<file path="src/rtl/lin_flag_irq.sv">
module lin_flag_irq #(
  parameter int ERR_W = 7
) (
  input  logic               clk,
  input  logic               rst_n,
  input  logic               ev_hdr_tx,
  input  logic               ev_hdr_rx,
  input  logic               ev_data1,
  input  logic [ERR_W-1:0]   ev_err,
  input  logic               stat_wr,
  input  logic [ERR_W+1:0]   stat_wdata,
  input  logic               en_wr,
  input  logic [1:0]         en_wdata,
  output logic [ERR_W+2:0]   stat_q,
  output logic [1:0]         ien_q,
  output logic               irq
);
  localparam int SW = ERR_W + 2;

  logic [SW-1:0] flg;
  logic [1:0]    ien;
  logic          irq_r;

  wire           hdr_ev  = ev_hdr_tx | ev_hdr_rx;
  wire [SW-1:0]  set_v   = {ev_err, ev_data1, hdr_ev};
  wire [SW-1:0]  clr_v   = stat_wr ? ~stat_wdata : '0;
  wire           err_any = |flg[SW-1:2];
  wire           hdr_up  = hdr_ev & ~flg[0] & ien[0];
  wire           err_up  = (|ev_err) & ~err_any & ien[1];

  always_ff @(posedge clk) begin
    if (!rst_n) begin
      flg   <= '0;
      ien   <= '0;
      irq_r <= 1'b0;
    end else begin
      flg   <= set_v | (flg & ~clr_v);
      irq_r <= hdr_up | err_up;
      if (en_wr) ien <= en_wdata;
    end
  end

  assign stat_q = {err_any, flg};
  assign ien_q  = ien;
  assign irq    = irq_r;
endmodule


</file>
<file path="config.mk">
export PLATFORM = sky130hd
export DESIGN_NAME = lin_flag_irq
export DESIGN_NICKNAME = d
export VERILOG_FILES = /design/src/rtl/lin_flag_irq.sv
export SDC_FILE = /design/constraint.sdc
export NUM_CORES = 1
export LEC_CHECK = 0
export ABC_AREA = 1
export BUFFER_PORTS_ARGS = -buffer_cell sky130_fd_sc_hd__buf_2
export CORE_AREA = 2 2 39 41
export DETAILED_ROUTE_END_ITERATION = 7
export DIE_AREA = 0 0 41 43
export GPL_TIMING_DRIVEN = 0
export HOLD_SLACK_MARGIN = 0.12
export PLACE_DENSITY_LB_ADDON = 0.08
export SLEW_MARGIN = 20
export SYNTH_ARGS = -nofsm -noshare
export SYNTH_HDL_FRONTEND = slang
export SYNTH_SLANG_ARGS = --single-unit
</file>
<file path="constraint.sdc">
create_clock -name clk -period 2.35 [get_ports clk]
set_input_delay 0 -clock clk [delete_from_list [all_inputs] [get_ports clk]]
set_output_delay 0 -clock clk [all_outputs]
set_load 0.05 [all_outputs]
</file>
## Word level (Yosys, flattened, before mapping)

Cells that the tools add are included.
W data, S select, Z words.

| storage, ports and cells | value |
|---|---|
| register bits after elaboration | 12 |
| input port bits | 25 |
| output and inout port bits | 13 |
| logic and storage cells | 18 |

| operators by class | value |
|---|---|
| bitwise logic cells | 12 |
| reductions and logical operators | 2 |
| multiplexer cells | 1 |

Operators by type and width:

| kind | number |
|---|---|
| $not A9 Y9 | 2 |
| $reduce_or A7 Y1 | 2 |
| $and A9 B9 Y9 | 1 |
| $mux W9 | 1 |
| $or A9 B9 Y9 | 1 |
| $and A1 B1 Y1 | 4 |
| $not A1 Y1 | 2 |
| $or A1 B1 Y1 | 2 |

## Logic depth before layout (Yosys ltp)

Gate-level depths: netlist (run 1).

| depth | value |
|---|---|
| depth after elaboration | 5 |
| mapped depth | 6 |
| depth with buffers taken out | 6 |

## Worst setup path before layout (run 1)

OpenSTA, ideal clock, no wires.

| timing path | value |
|---|---|
| path type | reg-to-reg |
| start point | register flg[6] |
| end point | register irq_r, in the netlist irq |
| setup time | 0.119 ns |
| stages on the path, launching flop included | 6 |
| required time | 2.231 ns |
| setup slack | 1.260 ns |
| period minus slack after synthesis | 1.090 ns |
| path buffers | 0 |
| data arrival time | 0.971 ns |
| cell sequence | dfxtp_1 > nor2_1 > nand2_1 > nor2_2 > nand3_1 > a21oi_2 |

| on the way | value |
|---|---|
| cells in the longest elaborated chain, start to end | 5 |

RTL lines:

| element | line | RTL |
|---|---|---|
| start: declaration | 20 | `logic [SW-1:0] flg;` |
| start signal: assignment | 37 | `flg <= set_v \| (flg & ~clr_v);` |
| $reduce_or A7 Y1 | 27 | `wire err_any = \|flg[SW-1:2];` |
| $not A1 Y1 | 29 | `wire err_up = (\|ev_err) & ~err_any & ien[1];` |
| $and A1 B1 Y1 (2 in a row) | 29 |  |
| $or A1 B1 Y1 | 38 | `irq_r <= hdr_up \| err_up;` |
| end signal: assignment | 38 |  |
| end: declaration | 22 | `logic irq_r;` |

Every way passes these cells.
A chain may end at the register's enable or synchronous reset.

==> results of run 1 <==
-- metal layers --
metal	track usage, %	part of all wire [%]	vias up	wire [um]
li1	-	-	347	-
met1	21.8	42	282	593
met2	29.1	50	23	708
met3	3.14	5.9	2	83
met4	10.0	1.4	0	19
met5	0	0	-	0
-- cell type report --
type	instances	area share, %
inverters	15	5.67
multi-input cells	40	18.8
repair buffers	63	44.9
clock buffers	4	3.66
plain buffers	1	0.757
flip-flops and latches	12	24.2
well taps	16	2.02
-- final timing paths --
path                     from  endpoint
setup / recovery  en_wdata[1]  ien_q[1]
setup reg to reg       flg[5]       irq
hold reg to reg        flg[8]    flg[8]
hold / removal          rst_n  ien_q[0]
-- where the power goes --
part	switching, uW	internal (uW)	leakage, uW	total (uW)
Clock	70.6	94.3	0.0000210	165
Combinational	89.1	68.3	0.000411	157
Sequential	8.14	217	0.000100	225
Total	168	380	0.000533	548
-- worst max-delay path: stages --
cell	delay, ps
dlygate4sd3_1	530
buf_2	120
nor2_1	90
dlygate4sd3_1	550
nor2_1	50
dlygate4sd3_1	550
-- registers in the layout (all words and copies together), names as in the netlist --
register  count
flg           9
ien_q         2
irq           1
-- metrics by stage --
stage,hold WS (ps),util [%],setup WS (ps)
floorplan,134,-,1260
global placement,229,50.3,1400
detailed placement,227,50.3,1400
CTS,513,71.7,673
global route,549,71.7,564
finish,530,71.7,630
-- cells in the mapped netlist --
| cell | n | area share [%] |
|---|---|---|
| o21ai_0 | 11 | 11 |
| clkinv_1 | 1 | 0.76 |
| nand3_1 | 1 | 1.0 |
| a31oi_1 | 1 | 1.3 |
| nand2_1 | 7 | 5.4 |
| nor2_1 | 9 | 6.9 |
| nor2_2 | 1 | 1.3 |
| a21oi_2 | 1 | 1.8 |
| a21oi_1 | 9 | 9.2 |
| buf_4 | 1 | 1.5 |
| inv_1 | 14 | 11 |
| dfxtp_1 | 12 | 49 |
-- cells by family after synthesis --
group                  share of synthesized area, %
AND/OR/NAND/NOR                                14.5
flip-flops                                     49.0
buffers and inverters                          13.0
AO/OA/AOI/OAI                                  23.5
-- what timing repair did --
action / CTS / global route
hold endpoints to repair: 12 / 0
hold buffers: 26 / 0
setup endpoints to repair: 0 / 0
buffers inserted: 0 / 0
-- placed cells by master, fill, tap and decap left out --
cell type,instances
a21oi_1,9
a21oi_2,1
a31oi_1,1
buf_2,37
buf_4,1
clkbuf_4,3
clkbuf_8,1
clkinv_1,1
dfxtp_1,12
dlygate4sd3_1,26
inv_1,14
nand2_1,7
nand3_1,1
nor2_1,9
nor2_2,1
o21ai_0,11
==> run_results.csv, run 1 <==
group,metric,value,unit
logic_synthesis,netlist_instances,68,
clock_tree,tritoncts_clock_tree,"built",
global_routing,largest_net_degree_at_the_start_of_global_routing,11,
drt,routed-via-count,654,
global_routing,via_count_of_the_first_global_routing_pass,600,
floorplanning,ioPinCount,38,
clock_tree,clkLatencyLatePin,280,ps
placed_design,gp_congestion,0.623,
clock_tree,cts_max_level,1,
logic_synthesis,synth.cell_area,490,sq um
cells_and_area,final_nets,161,
min_path,hp-class,"primary input to flop",
run,max-cap-violations,0,
pwr,powerDensity,552,mW/mm^2
drt,drt_drc_violations_left,0,
clock_tree,cts_resized,0,
timing,tightest_slew,287,ps
outcome,outcome,"complete, no violations",
logic_synthesis,synth_area_per_cell,7.21,sq um
timing,max_freq,581,MHz
drt,vias_per_cell,4.33,
drt,routed_wl,1.40,mm
setup_path,path_max_fanout,1,
setup_path,cp-end-kind,"flop",
setup_path,register_to_register_path_depth,6,
setup_path,worstPathArrival,1880,ps
logic_synthesis,ys.warnings.count,0,
timing,rsz0062_at_grt,"false",
floorplanning,core_area,0.00138,sq mm
cells_and_area,multi_input_area,186,sq um
cells_and_area,post_route_cells_drive_above_1_share,32.6,%
floorplanning,die-area,0.00176,sq mm
placed_design,placed_cells,121,
timing,final-max-slew-violation-count,0,
drt,drt_iter0_markers,4,
setup_path,reg2reg_slack,920,ps
drt,avgRoutedWirePerCell,9.30,um
logic_synthesis,syn_nets,93,
timing,finalSetupTns,0,ps
global_routing,grt_antenna_before_repair,0,
clock_tree,clkSinkCount,12,
global_routing,globalRoute.totalOverflow,0,
cells_and_area,stdcell_count,151,
cells_and_area,antenna_cells_inserted,0,
timing,slew-limit-headroom,80.7,%
floorplanning,chipWidth,41,um
cells_and_area,final_cell_area,992,sq um
placed_design,postPlaceCellArea,696,sq um
min_path,min_delay_path_depth,4,
setup_path,start_kind,"primary input",
clock_tree,clock-root-buffer,"clkbuf_4",
floorplanning,floorplan.rows,14,
logic_synthesis,yosys.cell_types.count,12,
timing,worst_clock_skew_on_the_final_layout,5.72,ps
clock_tree,cts.clk_slew.worst_paths,70,ps
cells_and_area,area.growth.synth_to_final,102,%
setup_path,timing_worst_setup_path_type,"primary input to flop",
cells_and_area,filler_instances,122,
setup_path,timing.critical_path.required,2510,ps
pwr,largest_vdd_supply_drop,0.369,mV
clock_tree,cts_inserted_buffers,3,
cells_and_area,sequential_cell_area,240,sq um
clock_tree,cts-root-to-sink-buffers,2,
timing,min_period_over_period,73.2,%
timing,hold_fails_final_rpt,0,
pwr,power.static_leakage,0.000533,uW
drt,detail-route-antenna-nets,0,
logic_synthesis,yosys_register_bits,12,
floorplanning,floorplan.initialDensity,35.4,%
logic_synthesis,ys_seq_area_share,49.0,%
floorplanning,die_y,43,um
pwr,design_power_total,548,uW
placed_design,place.port_buffers,37,
drt,detailedRoute.firstPassIterationCount,4,
global_routing,grt_pass1_wl,2.19,mm
timing,timing.final.setup_violations,0,
timing,period_needed,1720,ps
global_routing,grt.total_usage,18.2,%
placed_design,post-dp-hpwl,904,um
Note: power is estimated with default switching activity, not from simulation.
==> run 2, diff against run 1 <==
Settings changed: CORE_AREA 2 2 39 41 to unset, CORE_MARGIN set to 2, CORE_UTILIZATION set to 33, DIE_AREA 0 0 41 43 to unset.
Clock period 2.35 ns to 1.4 ns, I/O delays scaled along.
==> run 2 against run 1 <==
Compared with the run above:
- design area rose by 0.88%
- global-route usage rose by 1.5 points
- power rose by 69%
- clock skew fell by 2.0 ps
- sequential cell count did not move
- wire length rose by 12%
- largest power group unchanged
- combinational power rose by 71%
- core utilization rose by 2.4 points
- non-clock buffer count rose by 1
==> run_results.csv, run 2 (synthesized netlist as in run 1, its figures left out) <==
group,metric,value,unit
timing,max_freq,797,MHz
min_path,worst_hold_startpoint,"ien_q[0]",
clock_tree,clock-root-buffer,"clkbuf_4",
floorplanning,chipWidth,42.6,um
clock_tree,clkSinkCount,12,
timing,hold_fails_final_rpt,0,
pwr,largest_vdd_supply_drop,0.861,mV
setup_path,start_kind,"flop",
timing,period_needed,1250,ps
global_routing,via_count_of_the_first_global_routing_pass,665,
cells_and_area,multi_input_area,186,sq um
cells_and_area,sequential_cell_area,240,sq um
cells_and_area,final_nets,162,
setup_path,critical_path.reg2reg.endpoint,"flg[0]",
clock_tree,tritoncts_clock_tree,"built",
timing,rsz0062_at_grt,"false",
timing,min_period_over_period,89.6,%
run,max-cap-violations,0,
setup_path,timing_worst_setup_path_type,"flop to output port",
timing,final-max-slew-violation-count,0,
timing,slew-limit-headroom,80.8,%
drt,drt_drc_violations_left,0,
global_routing,largest_net_degree_at_the_start_of_global_routing,11,
drt,detail-route-antenna-nets,0,
drt,avgRoutedWirePerCell,10.4,um
floorplanning,die-area,0.00181,sq mm
clock_tree,cts_resized,0,
cells_and_area,regMostFlops,"flg",
clock_tree,cts_setup_buffers,0,
cells_and_area,antenna_cells_inserted,0,
clock_tree,cts_max_level,1,
setup_path,reg2reg_slack,190,ps
cells_and_area,post_route_cells_drive_above_1_share,32.4,%
floorplanning,ioPinCount,38,
placed_design,place.port_buffers,37,
drt,drt_iter0_markers,5,
pwr,powerDensity,924,mW/mm^2
timing,finalSetupTns,0,ps
setup_path,register_to_register_path_depth,3,
setup_path,path_max_fanout,3,
setup_path,worstPathArrival,1250,ps
setup_path,rr_startpoint,"flg[0]",
drt,routed-via-count,674,
floorplanning,core_area,0.00135,sq mm
cells_and_area,area.growth.synth_to_final,104,%
clock_tree,cts-root-to-sink-buffers,2,
floorplanning,die_y,42.6,um
min_path,hold-path-endpoint,"irq",
global_routing,globalRoute.totalOverflow,0,
min_path,hp-class,"flop to flop",
min_path,min_delay_path_depth,2,
cells_and_area,filler_instances,122,
placed_design,post-dp-hpwl,913,um
cells_and_area,largest_reg_flops,9,
global_routing,grt.total_usage,19.7,%
floorplanning,floorplan.initialDensity,36.3,%
clock_tree,cts.clk_slew.worst_paths,80,ps
clock_tree,cts_inserted_buffers,3,
cells_and_area,layout.cells.most_common_list,"buf_2 (37), dlygate4sd3_1 (27), inv_1 (14), dfxtp_1 (12), o21ai_0 (11)",
timing,tightest_slew,286,ps
setup_path,startpoint,"flg[5]",
clock_tree,cts_hold_repair.buffers,27,
global_routing,grt_antenna_before_repair,0,
placed_design,gp_congestion,0.669,
global_routing,grt_pass1_wl,2.68,mm
timing,worst_clock_skew_on_the_final_layout,3.74,ps
pwr,power.static_leakage,0.000530,uW
setup_path,timing.critical_path.required,1400,ps
drt,detailedRoute.firstPassIterationCount,3,
outcome,outcome,"complete, no violations",
timing,timing.final.setup_violations,0,
setup_path,cp-end-kind,"output port",
drt,routed_wl,1.57,mm
clock_tree,clkLatencyLatePin,270,ps
cells_and_area,mostFrequentLayoutCell,"buf_2",
cells_and_area,postLayoutCoreUtil,74.1,%
floorplanning,floorplan.rows,13,
drt,vias_per_cell,4.46,
-- run 2: area by class of cell --
class / instances / area share (%)
Timing Repair Buffer: 64 / 45.5
Sequential cell: 12 / 24.0
Multi-Input combinational cell: 40 / 18.6
Inverter: 15 / 5.63
Clock buffer: 4 / 3.62
Tap cell: 15 / 1.88
Buffer: 1 / 0.750
-- run 2: power by group --
group / leakage, uW / total, uW / switching [uW] / internal [uW]
logic: 0.000409 / 269 / 152 / 117
registers: 0.000100 / 379 / 14.5 / 365
clock network: 0.0000210 / 277 / 118 / 158
total: 0.000530 / 925 / 285 / 639
-- run 2: worst max-delay path by stage --
stage	cells past startpoint	slack (ps)	to
after global placement	6	450	stat_q[9]
after CTS	6	130	stat_q[9]
after detailed placement	6	440	stat_q[9]
final	6	150	stat_q[9]
after global routing	6	40	stat_q[9]
after floorplan	5	310	irq
-- run 2: worst max-delay path: stages (launching register included) --
cell,delay (ps)
dfxtp_1,320
nor2_1,120
nand2_1,70
nor2_2,110
inv_1,40
buf_4,120
buf_2,200
-- run 2: per-layer routing --
metal  up-vias  GRT usage (%)  share of wire, %
met5         -              0                 0
met2        27           37.2                51
li1        351              -                 -
met1       294           20.3                42
met3         2           7.76               7.0
met4         0           3.75              0.32
-- run 2: metrics by stage --
step                setup slack (ps)  total power (uW)  hold WS (ps)  cell area, sq um  std cells
CTS                              126               931           492              1000        151
floorplan                        310               522           134               490         68
global placement                 448               587           226               694        120
finish                           145               925           516              1000        151
global route                    37.9               979           524              1000        151
detailed placement               437               590           235               694        120
==> run 3, diff against run 2 <==
==> constraint.sdc (replaced) <==
create_clock -name clk -period 1.4 [get_ports clk]
set_input_delay 0.07 -clock clk [delete_from_list [all_inputs] [get_ports clk]]
set_output_delay 0.07 -clock clk [all_outputs]
set_load 0.05 [all_outputs]
==> run 3 against run 2 <==
Compared with the run above:
- first-iteration DRC count rose by 100%
- core utilization fell by 0.74 points
- sequential power about the same
- clock skew is essentially flat
- non-clock buffer count is 2 lower
- hold slack got worse by 340 ps
- sequential share of layout area up 0.37 points
- sequential cell count is the same
- clock power barely moved
==> run_results.csv, run 3 (synthesized netlist as in run 1, its figures left out) <==
group,metric,value,unit
drt,routed-via-count,669,
min_path,hp-class,"primary input to flop",
floorplanning,core_area,0.00135,sq mm
global_routing,grt_pass1_wl,2.64,mm
cells_and_area,final_nets,160,
global_routing,largest_net_degree_at_the_start_of_global_routing,11,
clock_tree,cts_inserted_buffers,3,
placed_design,gp_congestion,0.669,
timing,min_period_over_period,92.7,%
floorplanning,floorplan.rows,13,
pwr,powerDensity,933,mW/mm^2
cells_and_area,area.growth.synth_to_final,102,%
timing,tightest_slew,296,ps
timing,hold_fails_final_rpt,0,
setup_path,timing_worst_setup_path_type,"primary input to flop",
setup_path,timing.critical_path.required,1580,ps
global_routing,grt_antenna_before_repair,0,
drt,vias_per_cell,4.49,
timing,final-max-slew-violation-count,0,
setup_path,worstPathArrival,1480,ps
clock_tree,clkSinkCount,12,
floorplanning,die_y,42.6,um
timing,timing.final.setup_violations,0,
global_routing,via_count_of_the_first_global_routing_pass,667,
clock_tree,cts_setup_buffers,0,
cells_and_area,layout.cells.most_common_list,"buf_2 (36), dlygate4sd3_1 (25), inv_1 (14), o21ai_0 (11), dfxtp_1 (11)",
drt,drt_drc_violations_left,0,
min_path,worst_hold_startpoint,"rst_n",
cells_and_area,antenna_cells_inserted,0,
timing,finalSetupTns,0,ps
floorplanning,floorplan.initialDensity,36.3,%
drt,detail-route-antenna-nets,0,
timing,max_freq,771,MHz
clock_tree,clock-root-buffer,"clkbuf_4",
cells_and_area,regMostFlops,"flg",
setup_path,start_kind,"primary input",
setup_path,startpoint,"en_wr",
cells_and_area,post_route_cells_drive_above_1_share,34.3,%
cells_and_area,filler_instances,119,
clock_tree,clkLatencyLatePin,270,ps
drt,avgRoutedWirePerCell,10.3,um
timing,slew-limit-headroom,80.2,%
timing,worst_clock_skew_on_the_final_layout,3.41,ps
cells_and_area,mostFrequentLayoutCell,"buf_2",
outcome,outcome,"complete, no violations",
placed_design,place.port_buffers,37,
drt,drt_iter0_markers,10,
global_routing,globalRoute.totalOverflow,0,
cells_and_area,multi_input_area,189,sq um
timing,period_needed,1300,ps
clock_tree,cts.clk_slew.worst_paths,80,ps
placed_design,post-dp-hpwl,913,um
drt,detailedRoute.firstPassIterationCount,4,
setup_path,cp-end-kind,"flop",
drt,routed_wl,1.54,mm
run,max-cap-violations,0,
setup_path,path_max_fanout,3,
timing,timing.hold.ws,177,ps
floorplanning,die-area,0.00181,sq mm
pwr,largest_vdd_supply_drop,0.643,mV
clock_tree,tritoncts_clock_tree,"built",
cells_and_area,largest_reg_flops,9,
setup_path,rr_startpoint,"flg[2]",
floorplanning,ioPinCount,38,
clock_tree,cts-root-to-sink-buffers,2,
cells_and_area,postLayoutCoreUtil,73.4,%
global_routing,grt.total_usage,19.6,%
timing,rsz0062_at_grt,"false",
clock_tree,cts_max_level,1,
pwr,power.static_leakage,0.000526,uW
floorplanning,chipWidth,42.6,um
cells_and_area,sequential_cell_area,241,sq um
==> run 3: changes by cell type in the layout (fill, tap and decap cells not counted), sizes merged <==
cell         delta
dlygate4sd3     -2
==> run 3: worst paths after layout <==
| path | to | slack (ps) | depth (start not counted) |
|---|---|---|---|
| setup reg to reg | flg[2] | 160 | 3 |
| hold reg to reg | irq | 510 | 2 |
| hold / removal | irq | 180 | 3 |
| setup / recovery | ien_q[1] | 100 | 5 |
==> run 3: what timing repair did <==
action	in CTS	in global routing
endpoints found under the setup margin	0	1
resized for setup	0	5
hold buffers	25	0
hold endpoints to repair	11	0
==> run 3: stage by stage <==
| step | cells | setup slack (ps) | total power [uW] | cell area [sq um] |
|---|---|---|---|---|
| after global placement | 120 | 378 | 587 | 694 |
| after global routing | 149 | 24.1 | 981 | 991 |
| final | 149 | 103 | 925 | 991 |
| after detailed placement | 120 | 367 | 590 | 694 |
| after floorplan | 68 | 273 | 522 | 490 |
| after CTS | 149 | 56.2 | 927 | 981 |
==> run 3: routing by layer <==
| layer | wire, um | part of all wire [%] | vias up | global-route usage [%] |
|---|---|---|---|---|
| met1 | 633 | 41 | 293 | 20.5 |
| met3 | 102 | 6.6 | 0 | 7.76 |
| met4 | 0 | 0 | 0 | 5.63 |
| met5 | 0 | 0 | - | 0 |
| li1 | - | - | 348 | - |
| met2 | 806 | 52 | 28 | 35.7 |
==> run 3: layout make-up <==
type / instances / area share [%]
Multi-Input combinational cell: 40 / 19.1
Tap cell: 15 / 1.89
Buffer: 1 / 0.758
Sequential cell: 12 / 24.4
Inverter: 15 / 5.68
Clock buffer: 4 / 3.66
Timing Repair Buffer: 62 / 44.6
==> run 3: power by group <==
group	total, uW	internal [uW]	leakage, uW	switching, uW
clock network	277	158	0.0000210	119
logic	267	115	0.000404	152
registers	381	365	0.000100	15.3
total	925	639	0.000526	286
==> run 3: worst max-delay path, cell delays in order <==
cell	delay [ps]
dlygate4sd3_1	550
buf_2	130
o21ai_0	120
dlygate4sd3_1	560
nor2_1	40
